## config.mk

```make
export PLATFORM = sky130hd
export DESIGN_NAME = ext_trig_counter
export DESIGN_NICKNAME = d
export VERILOG_FILES = /design/src/rtl/ectc_pkg.sv /design/src/rtl/trig_regs.sv /design/src/rtl/trig_input.sv /design/src/rtl/trig_edge.sv /design/src/rtl/trig_count.sv /design/src/rtl/ext_trig_counter.sv
export SDC_FILE = /design/constraint.sdc
export NUM_CORES = 1
export LEC_CHECK = 0
export BUFFER_PORTS_ARGS = -buffer_cell sky130_fd_sc_hd__buf_2
export CAP_MARGIN = 20
export CORE_MARGIN = 2
export CORE_UTILIZATION = 50
export CTS_CLUSTER_DIAMETER = 100
export DETAILED_ROUTE_END_ITERATION = 16
export PLACE_DENSITY = 0.74
export SLEW_MARGIN = 0
export SYNTH_ARGS = -nofsm -noshare
export SYNTH_HDL_FRONTEND = slang
export SYNTH_SLANG_ARGS = --single-unit
```

## constraint.sdc

```tcl
create_clock -name clk -period 5.15 [get_ports clk]
set_input_delay 0.515 -clock clk [delete_from_list [all_inputs] [get_ports clk]]
set_output_delay 0.515 -clock clk [all_outputs]
set_load 0.02 [all_outputs]
```

## src/rtl/ectc_pkg.sv

```systemverilog
package ectc_pkg;

    localparam int REG_W  = 16;
    localparam int ADDR_W = 3;

    localparam logic [ADDR_W-1:0] A_CTRL   = 3'd0;
    localparam logic [ADDR_W-1:0] A_CHAN   = 3'd1;
    localparam logic [ADDR_W-1:0] A_SLAVE  = 3'd2;
    localparam logic [ADDR_W-1:0] A_STATUS = 3'd3;
    localparam logic [ADDR_W-1:0] A_COUNT  = 3'd4;

    localparam logic [1:0] DIR_INPUT  = 2'b01;
    localparam logic [2:0] MODE_EXT1  = 3'b111;
    localparam logic [4:0] TSEL_CHAN  = 5'b00110;

    typedef struct packed {
        logic [1:0] rsvd_hi;
        logic [1:0] psc;
        logic [3:0] src;
        logic       rsvd_lo;
        logic       pol;
        logic [3:0] filt;
        logic [1:0] dir;
    } chan_cfg_t;

    typedef struct packed {
        logic [6:0] rsvd_hi;
        logic [4:0] tsel;
        logic       rsvd_lo;
        logic [2:0] mode;
    } slave_cfg_t;

    function automatic logic trig_qualified(input chan_cfg_t c, input slave_cfg_t s,
                                            input logic run);
        return run && (c.dir == DIR_INPUT) && (s.mode == MODE_EXT1)
                   && (s.tsel == TSEL_CHAN);
    endfunction

endpackage

```

## src/rtl/trig_regs.sv

```systemverilog
module trig_regs
    import ectc_pkg::*;
(
    input  logic              clk,
    input  logic              rst,
    input  logic              wr_en,
    input  logic [ADDR_W-1:0] wr_addr,
    input  logic [REG_W-1:0]  wr_data,
    output logic [REG_W-1:0]  ctrl_q,
    output chan_cfg_t         chan_q,
    output slave_cfg_t        slave_q
);

    always_ff @(posedge clk) begin
        if (rst) begin
            ctrl_q  <= '0;
            chan_q  <= '0;
            slave_q <= '0;
        end else if (wr_en) begin
            case (wr_addr)
                A_CTRL:  ctrl_q  <= wr_data;
                A_CHAN:  chan_q  <= chan_cfg_t'(wr_data);
                A_SLAVE: slave_q <= slave_cfg_t'(wr_data);
                default: ;
            endcase
        end
    end

endmodule

```

## src/rtl/trig_input.sv

```systemverilog
module trig_input #(
    parameter int N_SRC  = 16,
    parameter int FILT_W = 4
) (
    input  logic              clk,
    input  logic              rst,
    input  logic [N_SRC-1:0]  src_in,
    input  logic [3:0]        src_sel,
    input  logic [FILT_W-1:0] filt_len,
    output logic              level
);

    localparam int SEL_W = $clog2(N_SRC);

    logic              meta_q, sync_q;
    logic              flev_q;
    logic [FILT_W-1:0] run_q;
    logic              picked;

    assign picked = src_in[src_sel[SEL_W-1:0]];

    always_ff @(posedge clk) begin
        if (rst) begin
            meta_q <= 1'b0;
            sync_q <= 1'b0;
        end else begin
            meta_q <= picked;
            sync_q <= meta_q;
        end
    end

    always_ff @(posedge clk) begin
        if (rst) begin
            flev_q <= 1'b0;
            run_q  <= '0;
        end else if (filt_len == '0) begin
            flev_q <= sync_q;
            run_q  <= '0;
        end else if (sync_q != flev_q) begin
            if (run_q == filt_len - 1'b1) begin
                flev_q <= sync_q;
                run_q  <= '0;
            end else begin
                run_q <= run_q + 1'b1;
            end
        end else begin
            run_q <= '0;
        end
    end

    assign level = (filt_len == '0) ? sync_q : flev_q;


    filt_follow_chk: assert property (@(posedge clk) disable iff (rst)
        (flev_q != $past(flev_q)) |-> ($past(sync_q) == flev_q));

endmodule

```

## src/rtl/trig_edge.sv

```systemverilog
module trig_edge (
    input  logic clk,
    input  logic rst,
    input  logic level,
    input  logic pol,
    output logic edge_q
);

    logic prev_q;

    always_ff @(posedge clk) begin
        if (rst) begin
            prev_q <= 1'b0;
            edge_q <= 1'b0;
        end else begin
            prev_q <= level;
            edge_q <= pol ? (prev_q & ~level) : (level & ~prev_q);
        end
    end

endmodule

```

## src/rtl/trig_count.sv

```systemverilog
module trig_count #(
    parameter int CNT_W = 16
) (
    input  logic             clk,
    input  logic             rst,
    input  logic             tick,
    input  logic             cnt_wr,
    input  logic [CNT_W-1:0] cnt_wdata,
    input  logic             flag_clr,
    output logic [CNT_W-1:0] count,
    output logic             flag
);

    always_ff @(posedge clk) begin
        if (rst) begin
            count <= '0;
        end else if (cnt_wr) begin
            count <= cnt_wdata;
        end else if (tick) begin
            count <= count + 1'b1;
        end
    end

    always_ff @(posedge clk) begin
        if (rst) begin
            flag <= 1'b0;
        end else if (tick) begin
            flag <= 1'b1;
        end else if (flag_clr) begin
            flag <= 1'b0;
        end
    end


    single_step_chk: assert property (@(posedge clk) disable iff (rst)
        !cnt_wr |=> (count == $past(count)) || (count == $past(count) + 1'b1));


    hold_idle_chk: assert property (@(posedge clk) disable iff (rst)
        (!cnt_wr && !tick) |=> $stable(count));


    flag_set_chk: assert property (@(posedge clk) disable iff (rst)
        tick |=> flag);


    wrap_chk: assert property (@(posedge clk) disable iff (rst)
        (!cnt_wr && tick && count == '1) |=> (count == '0));

endmodule

```

## src/rtl/ext_trig_counter.sv

```systemverilog
module ext_trig_counter
    import ectc_pkg::*;
#(
    parameter int N_SRC  = 16,
    parameter int CNT_W  = 16,
    parameter int FILT_W = 4
) (
    input  logic              clk,
    input  logic              rst,
    input  logic [N_SRC-1:0]  src_in,
    input  logic              wr_en,
    input  logic [ADDR_W-1:0] wr_addr,
    input  logic [REG_W-1:0]  wr_data,
    input  logic [ADDR_W-1:0] rd_addr,
    output logic [REG_W-1:0]  rd_data,
    output logic              trig_flag,
    output logic [CNT_W-1:0]  count
);

    logic [REG_W-1:0] ctrl_q;
    chan_cfg_t        chan_q;
    slave_cfg_t       slave_q;
    logic             level, edge_q, tick;
    logic             cnt_wr, flag_clr;

    trig_regs u_regs (
        .clk     (clk),
        .rst     (rst),
        .wr_en   (wr_en),
        .wr_addr (wr_addr),
        .wr_data (wr_data),
        .ctrl_q  (ctrl_q),
        .chan_q  (chan_q),
        .slave_q (slave_q)
    );

    trig_input #(.N_SRC(N_SRC), .FILT_W(FILT_W)) u_input (
        .clk      (clk),
        .rst      (rst),
        .src_in   (src_in),
        .src_sel  (chan_q.src),
        .filt_len (chan_q.filt[FILT_W-1:0]),
        .level    (level)
    );

    trig_edge u_edge (
        .clk    (clk),
        .rst    (rst),
        .level  (level),
        .pol    (chan_q.pol),
        .edge_q (edge_q)
    );

    assign tick     = edge_q && trig_qualified(chan_q, slave_q, ctrl_q[0]);
    assign cnt_wr   = wr_en && (wr_addr == A_COUNT);
    assign flag_clr = wr_en && (wr_addr == A_STATUS) && !wr_data[0];

    trig_count #(.CNT_W(CNT_W)) u_count (
        .clk       (clk),
        .rst       (rst),
        .tick      (tick),
        .cnt_wr    (cnt_wr),
        .cnt_wdata (wr_data[CNT_W-1:0]),
        .flag_clr  (flag_clr),
        .count     (count),
        .flag      (trig_flag)
    );

    always_comb begin
        case (rd_addr)
            A_CTRL:   rd_data = ctrl_q;
            A_CHAN:   rd_data = chan_q;
            A_SLAVE:  rd_data = slave_q;
            A_STATUS: rd_data = {{(REG_W-1){1'b0}}, trig_flag};
            A_COUNT:  rd_data = REG_W'(count);
            default:  rd_data = '0;
        endcase
    end


    run_gate_chk: assert property (@(posedge clk) disable iff (rst)
        !ctrl_q[0] |=> !$rose(trig_flag));

endmodule

```

==> results.md <==
- Yosys cell types: 42
- # DRC: 0
- Skew-Pair Late Insertion Delay: 0.35 ns
- Die Y: 89.86 um
- Final hold viol count: 0
- Fillers: 688
- Cell area after synthesis: 3686 um^2
- TritonCTS Buffers: 9
- Worst Tran Pin Value: 0.9074 ns
- RSZ-0062 raised after global routing: no
- Nets: 569
- CP Launch Type: input port
- Row cnt: 31
- Cell mode on critical path: buf_2
- Max-slew violation count: 0
- Wire per inst: 15.82 um
- Synth Area in Adders: 1.018%
- Multiplexer share of the synthesized area: 8.282%
- Cell count after synthesis: 468
- Vias in the first global route: 3234
- Simple-gate share of the synthesized area: 26.00%
- Critical path's largest stage delay: 0.29 ns
- Crit path kind: in -> out
- Buffers on Ports: 73
- # IOs: 74
- Grt ovf: 0
- CTS tree: yes
- Largest net degree at the start of global routing: 51
- VDD IR-drop max: 0.0001854 V
- GR Util All Layers: 24.61%
- Synth Area in XOR/XNOR: 2.987%
- H-Tree Depth: 3
- Post-synth top cells: nand2_1, dfxtp_1, a21oi_1, nor2_1, clkbuf_1
- Core area: 7214 um^2
- Arr. time, crit path: 1.79 ns
- Slowest cell on the critical path: buf_2
- CP required: 4.64 ns
- Endpoints failing setup: 0
- Fraction of layout cells with a size suffix above 1: 20.42%
- Starting DRT DRC Count: 200
- Drt pass-1 iters: 5
- GPL Wtd Cong: 0.8361
- DP Area: 4075 um^2
- Critical path capture point type: primary output
- Die ar.: 8075 um^2
- Drt total wl: 9936 um
- # resized after CTS: 0
- Chip width: 89.86 um
- DP HPWL: 6987 um
- Clock period minus worst slack: 2.302 ns
- Via count: 3566
- Count leader, synth: nand2_1
- Initial antenna violation count: 0
- Max Freq: 434.4 MHz
- Clock buffer depth: 2
- Root Buffer: clkbuf_8
- Syn. warnings: 0
- Routed Antenna Nets: 0
- Clk_skew: 0.008232 ns
- P&R area growth vs syn: 16.56%
- Mean Syn Cell Area: 7.876 um^2
- Largest family of logic cells by synthesized area: simple AND/OR/NAND/NOR gates
- Setup Fix Bufs, Post-CTS: 0
- Post-synthesis async set-or-reset flop share: 0%
- HP Class: in -> reg
- First-pass GRT wire length: 16010 um
- Hold-fix buffers at CTS: 0
- Synth Area in Compound Gates: 17.28%
- Critical path fanouts, max: 19
- Max-slew headroom: 39.51%
- Syn nets: 512
- Clock slew at reported path FFs: 0.07 ns
- Cell Chain, Critical Path: buf_2 > nor2b_1 > buf_4 > a21oi_1 > o21ai_0 > buf_2
- Flops & latches, synth: 74
- Area share of the largest cell type after synthesis: 40.19%
- Ys flop type: dfxtp_1
- Max-cap violations: 0
- Diodes inserted: 0
- Post-synthesis sequential area ratio: 40.19%
- Setup TNS: 0 ns
- Status: finished clean
- Initial Utilization: 51.09%
- PwrDens: 277.1 nW/um^2
- Synth area leaders: dfxtp_1, nand2_1, a21oi_1
- Number of vias per cell: 5.678
- Leakage: 0.001628 uW
- Post-synth EDFFs: 0
- Crit share post-route: 44.70%
- Post-route cell area: 4297 um^2
- Area leader, netlist: dfxtp_1
- Num Clock Sinks: 74
## cell type report
class	count	area [um^2]	share of cell area, %
repair buffers	79	414.1	9.639
flip-flops and latches	74	1481	34.48
multi-input cells	355	2048	47.67
well taps	99	123.9	2.883
inverters	6	22.52	0.5242
clock inverters	6	82.58	1.922
clock buffers	9	123.9	2.883
## logic make-up (layout without fill, tap and decap cells)
logic type               count (synthesis)  count (layout)
AND/OR/NAND/NOR                        206             206
AO/OA/AOI/OAI                          112             112
flip-flops                              74              74
buffers and inverters                   39             100
multiplexers                            23              23
XOR/XNOR                                11              11
adder cells (fa/ha/maj)                  3               3
## worst paths after layout
check	startpoint	slack (ns)	cells past startpoint	endpoint
setup reg to reg	u_count.count[0]	2.97	5	u_count.count[10]
hold reg to reg	u_input.meta_q	0.45	1	u_input.sync_q
setup / recovery	rd_addr[1]	2.85	6	rd_data[11]
hold / removal	wr_data[1]	0.43	3	u_regs.slave_q[1]
## where the power goes
part | internal (uW) | switching, uW | total [uW]
clock network | 267 | 212 | 480
logic | 42.6 | 67.8 | 110
registers | 586 | 14.2 | 600
total | 896 | 294 | 1190
## critical path: cells and delay by family
kind            cells  cell delay (ns)
buf+inv             3             0.74
simple gates        1             0.27
compound gates      2             0.26
## registers in the layout, indices dropped and copies added (netlist names)
register        cells
u_input.flev_q      1
u_regs.ctrl_q      16
u_edge.prev_q       1
u_input.sync_q      1
u_regs.slave_q     16
u_count.count      16
u_regs.chan_q      16
u_count.flag        1
u_input.meta_q      1
u_input.run_q       4
u_edge.edge_q       1
## placed cells by master, fill, tap and decap left out, types with 5 or more instances in the layout
cell,count
mux2i_1,17
inv_1,6
mux4_2,6
a21oi_1,65
xor2_1,6
dfxtp_1,74
o31ai_1,5
nand4_1,5
nor2_1,34
or3_1,6
o21ai_0,23
nand3_1,7
or4_1,5
nand2_1,117
nor2b_1,5
a311oi_1,12
buf_4,5
buf_2,73
clkbuf_8,9
## routing by layer
metal | up-vias | track usage, % | routed length [um]
met3 | 21 | 3.688 | 626
met1 | 1673 | 31.39 | 4081
met2 | 129 | 42.36 | 5018
met5 | - | 0 | 0
met4 | 0 | 9.231 | 209
li1 | 1743 | - | -
## per-stage QoR
step / utilization [%] / total power [uW] / hold slack, ns / setup WS (ns) / cells
global route: 59.56 / 1234 / 0.4401 / 2.717 / 628
global placement: 56.33 / 719.3 / 0.4276 / 2.459 / 610
floorplan: - / 676.3 / 0.4138 / 2.647 / 468
CTS: 59.35 / 1196 / 0.4227 / 2.365 / 626
detailed placement: 56.49 / 722.4 / 0.4304 / 2.380 / 611
finish: 59.56 / 1190 / 0.4340 / 2.848 / 628
No activity file was read; power rests on OpenSTA's default activity.
